--- config.mk ---
export PLATFORM = sky130hd
export DESIGN_NAME = useq_next_addr
export DESIGN_NICKNAME = d
export VERILOG_FILES = /design/src/rtl/useq_pkg.sv /design/src/rtl/useq_cond_eval.sv /design/src/rtl/useq_target_mux.sv /design/src/rtl/useq_ret_stack.sv /design/src/rtl/useq_next_addr.sv
export SDC_FILE = /design/constraint.sdc
export NUM_CORES = 1
export LEC_CHECK = 0
export BUFFER_PORTS_ARGS = -buffer_cell sky130_fd_sc_hd__buf_2
export CORE_MARGIN = 4
export CORE_UTILIZATION = 52
export CTS_CLUSTER_DIAMETER = 150
export DETAILED_ROUTE_END_ITERATION = 16
export HOLD_SLACK_MARGIN = 0.03
export PLACE_DENSITY = 0.73
export SLEW_MARGIN = 20
export SYNTH_ARGS = -nofsm -noshare
export SYNTH_HDL_FRONTEND = slang
export SYNTH_SLANG_ARGS = --single-unit
--- constraint.sdc ---
create_clock -name clk -period 4.9 [get_ports clk]
set_clock_uncertainty 0.05 [all_clocks]
set_input_delay 0.735 -clock clk [delete_from_list [all_inputs] [get_ports clk]]
set_output_delay 0.735 -clock clk [all_outputs]
set_load 0.01 [all_outputs]
--- src/rtl/useq_pkg.sv ---
// Package: encodings of the sequencing fields shared by the sequencer and its checker.
// Assumes the field widths given here match the microinstruction format.
package useq_pkg;
    localparam int SRC_W  = 2;
    localparam int COND_W = 3;
    localparam int STK_W  = 2;

    localparam logic [SRC_W-1:0] SRC_OPC  = 2'b00;
    localparam logic [SRC_W-1:0] SRC_EXT  = 2'b01;
    localparam logic [SRC_W-1:0] SRC_BRA  = 2'b10;
    localparam logic [SRC_W-1:0] SRC_MWAY = 2'b11;

    localparam logic [COND_W-1:0] CND_NEVER  = 3'b000;
    localparam logic [COND_W-1:0] CND_ALWAYS = 3'b001;
    localparam logic [COND_W-1:0] CND_NCLR   = 3'b010;
    localparam logic [COND_W-1:0] CND_NSET   = 3'b011;
    localparam logic [COND_W-1:0] CND_ZCLR   = 3'b100;
    localparam logic [COND_W-1:0] CND_ZSET   = 3'b101;

    localparam logic [STK_W-1:0] STK_NONE = 2'b00;
    localparam logic [STK_W-1:0] STK_CALL = 2'b01;
    localparam logic [STK_W-1:0] STK_RET  = 2'b10;
endpackage

--- src/rtl/useq_cond_eval.sv ---
// Condition evaluator: decides whether this microinstruction's branch is taken.
// Assumes the flags are stable within the cycle. Codes not listed mean "never".
module useq_cond_eval
    import useq_pkg::*;
(
    input  logic [COND_W-1:0] cond,
    input  logic              flag_n,
    input  logic              flag_z,
    output logic              taken
);
    // Decode the condition select against the status flags.
    always_comb begin
        case (cond)
            CND_ALWAYS: taken = 1'b1;
            CND_NCLR:   taken = ~flag_n;
            CND_NSET:   taken = flag_n;
            CND_ZCLR:   taken = ~flag_z;
            CND_ZSET:   taken = flag_z;
            default:    taken = 1'b0;
        endcase
    end
endmodule

--- src/rtl/useq_target_mux.sv ---
// Target selector: picks the non-incremented next address, including the
// multiway target formed by ORing case bits into the branch address.
// Assumes MW_LSB + CASE_W <= AW.
module useq_target_mux
    import useq_pkg::*;
#(
    parameter int AW     = 8,
    parameter int CASE_W = 2,
    parameter int MW_LSB = 2
) (
    input  logic [SRC_W-1:0]  src,
    input  logic [AW-1:0]     opc_addr,
    input  logic [AW-1:0]     ext_addr,
    input  logic [AW-1:0]     br_addr,
    input  logic [CASE_W-1:0] case_bits,
    output logic [AW-1:0]     target
);
    logic [AW-1:0] case_shifted;

    // Place the case bits at their field position inside the address.
    always_comb case_shifted = AW'(case_bits) << MW_LSB;

    // Select the source named by the microinstruction.
    always_comb begin
        case (src)
            SRC_OPC:  target = opc_addr;
            SRC_EXT:  target = ext_addr;
            SRC_BRA:  target = br_addr;
            default:  target = br_addr | case_shifted;
        endcase
    end
endmodule

--- src/rtl/useq_ret_stack.sv ---
// Return stack: a LIFO of saved microaddresses for micro-subroutines.
// Assumes push and pop are never requested together. A push on a full stack or a
// pop on an empty stack is dropped and sets a sticky error that only reset clears.
module useq_ret_stack #(
    parameter int AW    = 8,
    parameter int DEPTH = 4
) (
    input  logic          clk,
    input  logic          rst_n,
    input  logic          push,
    input  logic          pop,
    input  logic [AW-1:0] push_data,
    output logic [AW-1:0] top_data,
    output logic          empty,
    output logic          err
);
    localparam int SPW = $clog2(DEPTH + 1);
    localparam int IW  = (DEPTH > 1) ? $clog2(DEPTH) : 1;

    logic [AW-1:0]  mem [DEPTH];
    logic [SPW-1:0] sp;
    logic           full;
    logic [IW-1:0]  wr_idx;
    logic [IW-1:0]  rd_idx;

    // Derive the occupancy flags and the slot indices.
    always_comb begin
        full   = (sp == SPW'(DEPTH));
        empty  = (sp == '0);
        wr_idx = sp[IW-1:0];
        rd_idx = wr_idx - IW'(1);
    end

    // Present the most recent entry.
    always_comb top_data = mem[rd_idx];

    // Write a pushed address into the next free slot.
    always_ff @(posedge clk) begin
        if (push && !full) mem[wr_idx] <= push_data;
    end

    // Track the stack pointer and the sticky error.
    always_ff @(posedge clk) begin
        if (!rst_n) begin
            sp  <= '0;
            err <= 1'b0;
        end else begin
            if (push && !full)      sp <= sp + SPW'(1);
            else if (pop && !empty) sp <= sp - SPW'(1);
            if ((push && full) || (pop && empty)) err <= 1'b1;
        end
    end
endmodule

--- src/rtl/useq_next_addr.sv ---
// Next-address logic of a microprogram sequencer. Each cycle it chooses among
// the increment, the opcode start, the external address and the branch target
// (plain or multiway), and it performs micro-subroutine calls and returns.
// Priority: reset, then exception, then the microinstruction's own branch.
// Assumes rst_n and exc are already synchronous to clk.
module useq_next_addr
    import useq_pkg::*;
#(
    parameter int AW        = 8,
    parameter int STK_DEPTH = 4,
    parameter int CASE_W    = 2,
    parameter int MW_LSB    = 2
) (
    input  logic              clk,
    input  logic              rst_n,
    input  logic              exc,
    input  logic [AW-1:0]     ext_addr,
    input  logic [AW-1:0]     opc_addr,
    input  logic [SRC_W-1:0]  br_src,
    input  logic [COND_W-1:0] br_cond,
    input  logic [STK_W-1:0]  br_stk,
    input  logic [AW-1:0]     br_addr,
    input  logic [CASE_W-1:0] case_bits,
    input  logic              flag_n,
    input  logic              flag_z,
    output logic [AW-1:0]     upc,
    output logic              stk_err
);
    logic          taken;
    logic [AW-1:0] target;
    logic [AW-1:0] upc_inc;
    logic [AW-1:0] stk_top;
    logic          stk_empty;
    logic          do_call;
    logic          do_ret;
    logic [AW-1:0] nxt_addr;

    useq_cond_eval u_cond (
        .cond   (br_cond),
        .flag_n (flag_n),
        .flag_z (flag_z),
        .taken  (taken)
    );

    useq_target_mux #(.AW(AW), .CASE_W(CASE_W), .MW_LSB(MW_LSB)) u_tgt (
        .src       (br_src),
        .opc_addr  (opc_addr),
        .ext_addr  (ext_addr),
        .br_addr   (br_addr),
        .case_bits (case_bits),
        .target    (target)
    );

    useq_ret_stack #(.AW(AW), .DEPTH(STK_DEPTH)) u_stk (
        .clk       (clk),
        .rst_n     (rst_n),
        .push      (do_call),
        .pop       (do_ret),
        .push_data (upc_inc),
        .top_data  (stk_top),
        .empty     (stk_empty),
        .err       (stk_err)
    );

    // Qualify the stack operations; an exception suppresses them.
    always_comb begin
        upc_inc = upc + AW'(1);
        do_call = !exc && taken && (br_stk == STK_CALL);
        do_ret  = !exc && taken && (br_stk == STK_RET);
    end

    // Choose the next microaddress in priority order.
    always_comb begin
        if (exc)                     nxt_addr = ext_addr;
        else if (do_ret)             nxt_addr = stk_empty ? upc_inc : stk_top;
        else if (taken)              nxt_addr = target;
        else                         nxt_addr = upc_inc;
    end

    // Update the microprogram counter; reset loads the external address.
    always_ff @(posedge clk) begin
        if (!rst_n) upc <= ext_addr;
        else        upc <= nxt_addr;
    end
endmodule

======== After elaboration in Yosys (flattened, before gate mapping) ========
Memory sizes are Yosys's and may differ from the RTL's.
Cells that the tools add are included.
storage, ports and cells
  memories ................................ 1
  output and inout bits ................... 9
  input bits .............................. 38
  word-level logic and storage cells ...... 46
  bits in registers ....................... 12
  RAM bits ................................ 32
memories
  memory     words  bits a word  read ports  clocked after Yosys merged registers in  wr ports  RTL line              source
  u_stk.mem  4      8            1           0                                        1         useq_ret_stack.sv:20  logic [AW-1:0] mem [DEPTH];
operators by class
  bitwise operators ....................... 3
  eq/ne operators ......................... 10
  reductions and logical operators ........ 14
  multiplexer cells ....................... 11
  add/sub/neg operators ................... 4
operators with widths
  operator             number
  $mux 8               5
  $pmux 8 s3           1
  $eq 3x3->1 const B   3
  $add 8x1->8 const B  1
  $or 8x4->8           1
  $logic_and 1x1->1    7
  $eq 3x2->1 const B   2
  $mux 3               2
  $pmux 1 s5           1
  $eq 2x1->1 const B   2
  $eq 2x2->1 const B   2
  $add 3x1->3 const B  1
  $eq 3x1->1 const B   1
  $logic_not 1->1      3
  $logic_not 3->1      1
  $sub 3x1->3 const B  1
  $logic_not 2->1      1
  $mux 1               2
  $not 1->1            2
  $reduce_bool 2->1    1
  $sub 2x1->2 const B  1
  $logic_or 1x1->1     1

======== Longest topological paths before layout ========
  depth after elaboration ................. 7
  gate-level depth with buffers ........... 9
  depth with buffers taken out ............ 8

======== Cells and area by module ========
From an unflattened synthesis, not the netlist that was laid out.
second synthesis, totals
  cells, all modules ...................... 192
  area total of the unflattened synthesis .. 2,373.5 µm²
by module, submodules not included
  module           instances  sequential area each (µm²)  area each (µm²)  cells an instance
  useq_ret_stack   1          1,041.0                     1,564.0          86
  useq_next_addr   1          160.2                       556.8            72
  useq_target_mux  1          0.0                         197.7            27
  useq_cond_eval   1          0.0                         55.1             7

======== Worst setup path after synthesis ========
No wires, ideal clock.
  path type ............................... input-to-reg
  from .................................... input port br_cond[2]
  to ...................................... register u_stk.sp[2]
  data arrival time ....................... 2.376 ns
  path buffers ............................ 1
  setup slack ............................. 2.337 ns
  data required time ...................... 4.713 ns
  library setup time ...................... 0.137 ns
  stages on the path ...................... 9
  cells stage by stage .................... nor2b_1 -> o211a_1 -> nor2_1 -> buf_2 -> nand3_1 -> fa_1 -> mux2_2 -> a21oi_1 -> a311oi_1
between the ends
  longest elaborated chain between the ends .. 6
  elaborated cells on any way between the ends .. 13
  those cells by class .................... eq/ne (5); mux (2); reduce/logical (6)
RTL lines
  item                                                RTL line                                    source
  from (decl)                                         useq_next_addr.sv:20                        input logic [COND_W-1:0] br_cond,
  $eq 3x3->1 (tied with other cells)                  useq_cond_eval.sv:13                        case (cond)
  $pmux 1 s5 *                                        useq_cond_eval.sv:13
  $logic_and 1x1->1 *                                 useq_next_addr.sv:68, useq_next_addr.sv:69
  $logic_and 1x1->1 (on tied branches)                useq_next_addr.sv:68, useq_next_addr.sv:69
  $logic_and 1x1->1 (on tied branches)                useq_ret_stack.sv:48, useq_ret_stack.sv:49
  $mux 3 / $reduce_bool 2->1 (equally long branches)  --
  to (signal assigned)                                useq_ret_stack.sv:48                        if (push && !full) sp <= sp + SPW'(1);
  to (signal assigned)                                useq_ret_stack.sv:49                        else if (pop && !empty) sp <= sp - SPW'(1);
  to (decl)                                           useq_ret_stack.sv:21                        logic [SPW-1:0] sp;
Every way passes the cells marked *; elsewhere a longest branch is shown, timed or not.
A chain may end at the register's enable or synchronous reset.

======== Final worst setup path ========
Ends and elaborated chain as after synthesis.

==> metrics.log <==
INFO  metric post-dp-hpwl = 3313 um
INFO  metric drtPass1Iterations = 4
INFO  metric peak_clock_frequency_supported_by_timing = approximately 0.33 GHz
INFO  metric total_leakage_power = just over 1 nW
INFO  metric report.final.setup_viol = 0
INFO  metric r2r_cells = 8
INFO  metric fin_area = 0.002646 mm2
INFO  metric clock_latency = 0.30 ns
INFO  metric overflow = 0
INFO  metric post_route_cells_drive_above_1_share = between 20% and 30%
INFO  metric timing.setup.critical_path_class = primary input to register
INFO  metric post-synth-top-area-fraction = 42.13%
INFO  metric end_kind = register
INFO  metric fin_crit = 3.035 ns
INFO  metric ys.warnings.count = 0
INFO  metric buffers_inverters_on_critical_path = 1
INFO  metric grt_setup_unrepaired = false
INFO  metric timing.critical_path.cells = buf_2 > nor2b_1 > o211a_1 > nor2_1 > nand3_1 > fa_1 > mux2_2 > a21oi_1 > a311oi_1
INFO  metric power.share.combinational = roughly 16%
INFO  metric combined_area_of_the_multi_input_logic_cells = 0.001011 mm2
INFO  metric drt_drc_violations_left = 0
INFO  metric grt_pass1_vias = around 1,400
INFO  metric path_delay_family = simple AND/OR/NAND/NOR gates
INFO  metric final_tns_setup = 0 ns
INFO  metric design.final.nets = 276
INFO  metric worst_ir_drop_vdd = 194.4 uV
INFO  metric initial_utilization = 55.43%
INFO  metric crit_path_start = br_cond[2]
INFO  metric setup.worst_path.end = u_stk.sp[2]$_SDFFE_PN0P_
INFO  metric mostFrequentLayoutCell = sky130_fd_sc_hd__buf_2
INFO  metric fillCellCount = roughly 330
INFO  metric cts_setup_buffers = 0
INFO  metric gpl.final_weighted_congestion = 0.7799
INFO  metric min_from = u_stk.err$_SDFFE_PN0P_
INFO  metric postPlaceCellArea = 0.002531 mm2
INFO  metric holdBufCountCts = 0
INFO  metric core_region = 0.004115 mm2
INFO  metric synth.ff_latch_count = 44
INFO  metric io-pin-count = between 40 and 50
INFO  metric fin_total_pwr = 848.4 uW
INFO  metric sequential_fraction_of_design_power = between 50% and 60%
INFO  metric tritoncts_num_sinks = 44
INFO  metric synth.area.top_cells = sky130_fd_sc_hd__edfxtp_1, sky130_fd_sc_hd__dfxtp_1, sky130_fd_sc_hd__mux4_2, sky130_fd_sc_hd__mux2i_1, sky130_fd_sc_hd__nor2_1
INFO  metric timing.final.crit_share = 61.93%
INFO  metric report.final.slew_viol_count = 0
INFO  metric ant_nets = 0
INFO  metric post_drt_wl_per_cell = 16.54 um
INFO  metric cp.required = between 5 and 6 ns
INFO  metric yosysSeqAreaShare = roughly 53%
INFO  metric power.clock.fraction = around 33%
INFO  metric mostFrequentLayoutCells = sky130_fd_sc_hd__buf_2, sky130_fd_sc_hd__edfxtp_1, sky130_fd_sc_hd__nor2_1, sky130_fd_sc_hd__mux2i_1, sky130_fd_sc_hd__dfxtp_1
INFO  metric sequential_cell_area = 0.001201 mm2
INFO  metric initialDrtViolationCount = 158
INFO  metric power_density = between 300 and 400 mW/mm2
INFO  metric critical-path-max-stage-delay = between 0.5 and 0.6 ns
INFO  metric clkTransAtPathRegs = ~0.090 ns
INFO  metric syn-cell-area = 0.002281 mm2
INFO  metric crit-reg2reg-capture = u_stk.sp[2]$_SDFFE_PN0P_
INFO  metric insertedDiodeCount = 0
INFO  metric p_switching = 216.6 uW
INFO  metric drt_wl_total = 4682 um
INFO  metric crit_path_top_delay_cell = sky130_fd_sc_hd__nor2_1
INFO  metric critical_path_cell_count = 9
INFO  metric final_core_util = 64.31%
INFO  metric synth_largest_area_cell = sky130_fd_sc_hd__edfxtp_1
INFO  metric routed_via_density = around 5.7
INFO  metric synth.net_count = about 230
INFO  metric tritoncts = done
INFO  metric reg2reg_slack = ~2.1 ns
INFO  metric critical_path_maximum_fanout = 11
INFO  metric number_of_antenna_violations_at_the_first_check_in_global_routing = 0
INFO  metric sw_frac_of_total = ~26%
INFO  metric ctsHtreeMaxLevel = 2
INFO  metric hp-class = register to register
INFO  metric crit-reg2reg-launch = u_stk.sp[0]$_SDFFE_PN0P_
INFO  metric critPathArrivalTime = around 3.2 ns
INFO  metric post_synth_inst_count = around 190
INFO  metric grt_pass1_wl = 7217 um
INFO  metric cp-start-kind = primary input
INFO  metric numPortBuffers = 46
INFO  metric cts_inserted_buffers = 5
INFO  metric clock_path_buffers = 2
INFO  metric run_status = completed
INFO  metric ctsRootBufferMaster = sky130_fd_sc_hd__clkbuf_8
INFO  metric die_y = 74.23 um
INFO  metric stdcell_count = around 280
INFO  metric grtUsageTotal = 17.77%
INFO  metric cts.repair.resized = 0
INFO  metric dieArea = around 0.0055 mm2
INFO  metric report.final.hold_viol_count = 0
INFO  metric die_width = 74.23 um
INFO  metric std_cell_rows = 23
INFO  metric slew_headroom = 35.44%
INFO  metric grt_start_max_net_pins = 17
INFO  metric dp_cells = 275
INFO  metric syn_avg_cell_area = 12.20 um2
INFO  metric drv.max_cap_violation_count = 0
INFO  metric area_growth_syn_to_layout = 16.02%
INFO  metric tightestPinTransition = 0.9649 ns
INFO  metric vias = 1,626
INFO  metric distinct_cell_type_count_after_synthesis = 35
INFO  metric power.internal = around 630 uW
kinds of logic (layout without fill, tap and decap cells):
kind of cell,after synthesis,in the layout,share of synthesized area [%]
simple gates,49,49,11.03
flops,44,44,52.66
fa+ha+maj,6,6,3.620
mux,21,21,13.17
compound gates,44,44,13.44
buf+inv,15,61,3.017
xor+xnor,8,8,3.072
final cells by class:
class / count / area share [%]
clock buffer: 5 / 2.600
multi-input combinational: 128 / 38.20
timing repair buffer: 46 / 8.700
tap: 50 / 2.364
clock inverter: 3 / 1.749
inverter: 7 / 0.9929
sequential: 44 / 45.39
cells in the mapped netlist:
master and number:
sky130_fd_sc_hd__a31oi_1 3, sky130_fd_sc_hd__ha_1 5, sky130_fd_sc_hd__xnor2_1 6, sky130_fd_sc_hd__buf_2 4
sky130_fd_sc_hd__nor3_1 1, sky130_fd_sc_hd__clkbuf_1 3, sky130_fd_sc_hd__o211ai_1 2, sky130_fd_sc_hd__o21ai_0 7
sky130_fd_sc_hd__xor2_1 2, sky130_fd_sc_hd__edfxtp_1 32, sky130_fd_sc_hd__inv_1 7, sky130_fd_sc_hd__fa_1 1
sky130_fd_sc_hd__o311ai_2 1, sky130_fd_sc_hd__nor2b_1 3, sky130_fd_sc_hd__nor2_1 19, sky130_fd_sc_hd__nand3_1 8
sky130_fd_sc_hd__a211o_1 1, sky130_fd_sc_hd__a2111oi_0 1, sky130_fd_sc_hd__and3_1 3, sky130_fd_sc_hd__nand2_1 7
sky130_fd_sc_hd__a22oi_1 7, sky130_fd_sc_hd__mux2_2 2, sky130_fd_sc_hd__buf_6 1, sky130_fd_sc_hd__a22o_1 8
sky130_fd_sc_hd__mux4_2 7, sky130_fd_sc_hd__o211a_1 1, sky130_fd_sc_hd__nor3_4 1, sky130_fd_sc_hd__dfxtp_1 12
sky130_fd_sc_hd__nor3b_2 1, sky130_fd_sc_hd__nand2b_1 5, sky130_fd_sc_hd__a21oi_1 11, sky130_fd_sc_hd__mux2i_1 12
sky130_fd_sc_hd__a311oi_1 1, sky130_fd_sc_hd__or4_4 1, sky130_fd_sc_hd__a211oi_1 1
metal layers:
| layer | vias to the layer above | global-route usage, % | wire, um |
|---|---|---|---|
| met4 | 0 | 4.743 | 51 |
| li1 | 795 | - | - |
| met5 | - | 0 | 0 |
| met3 | 7 | 4.324 | 603 |
| met2 | 83 | 25.79 | 1930 |
| met1 | 741 | 26.88 | 2096 |
flip-flops by register name, summed over array words and instances (netlist names):
name / count
upc: 8
u_stk.mem: 32
u_stk.err: 1
u_stk.sp: 3
worst reg2reg max path, stage by stage (launching register included):
cell and delay (ns):
sky130_fd_sc_hd__dfxtp_1 0.78, sky130_fd_sc_hd__inv_1 0.19, sky130_fd_sc_hd__ha_1 0.33, sky130_fd_sc_hd__nand2_1 0.10
sky130_fd_sc_hd__nand3_1 0.17, sky130_fd_sc_hd__fa_1 0.50, sky130_fd_sc_hd__mux2_2 0.24, sky130_fd_sc_hd__a21oi_1 0.07
sky130_fd_sc_hd__a311oi_1 0.27
worst min-delay path by stage:
stage | end | slack (ns) | cells past startpoint
floorplan | u_stk.err$_SDFFE_PN0P_ | 0.45 | 2
global placement | u_stk.err$_SDFFE_PN0P_ | 0.39 | 2
detailed placement | u_stk.err$_SDFFE_PN0P_ | 0.40 | 2
CTS | u_stk.err$_SDFFE_PN0P_ | 0.43 | 2
global route | u_stk.err$_SDFFE_PN0P_ | 0.48 | 2
finish | u_stk.err$_SDFFE_PN0P_ | 0.42 | 2
through the flow:
stage               setup WS, ns  hold WS [ns]
CTS                        1.870        0.4254
global placement           1.666        0.3938
finish                     1.865        0.4208
detailed placement         1.548        0.4043
floorplan                  2.337        0.4550
global route               1.674        0.4782
power by group through the flow:
stage | sequential (mW) | combinational [mW] | clock, mW
finish | 0.430 | 0.134 | 0.284
global route | 0.432 | 0.149 | 0.304
CTS | 0.430 | 0.135 | 0.288
detailed placement | 0.439 | 0.133 | 0
global placement | 0.439 | 0.133 | 0
floorplan | 0.438 | 0.0870 | 0
Power figures use the tool's default switching activity.
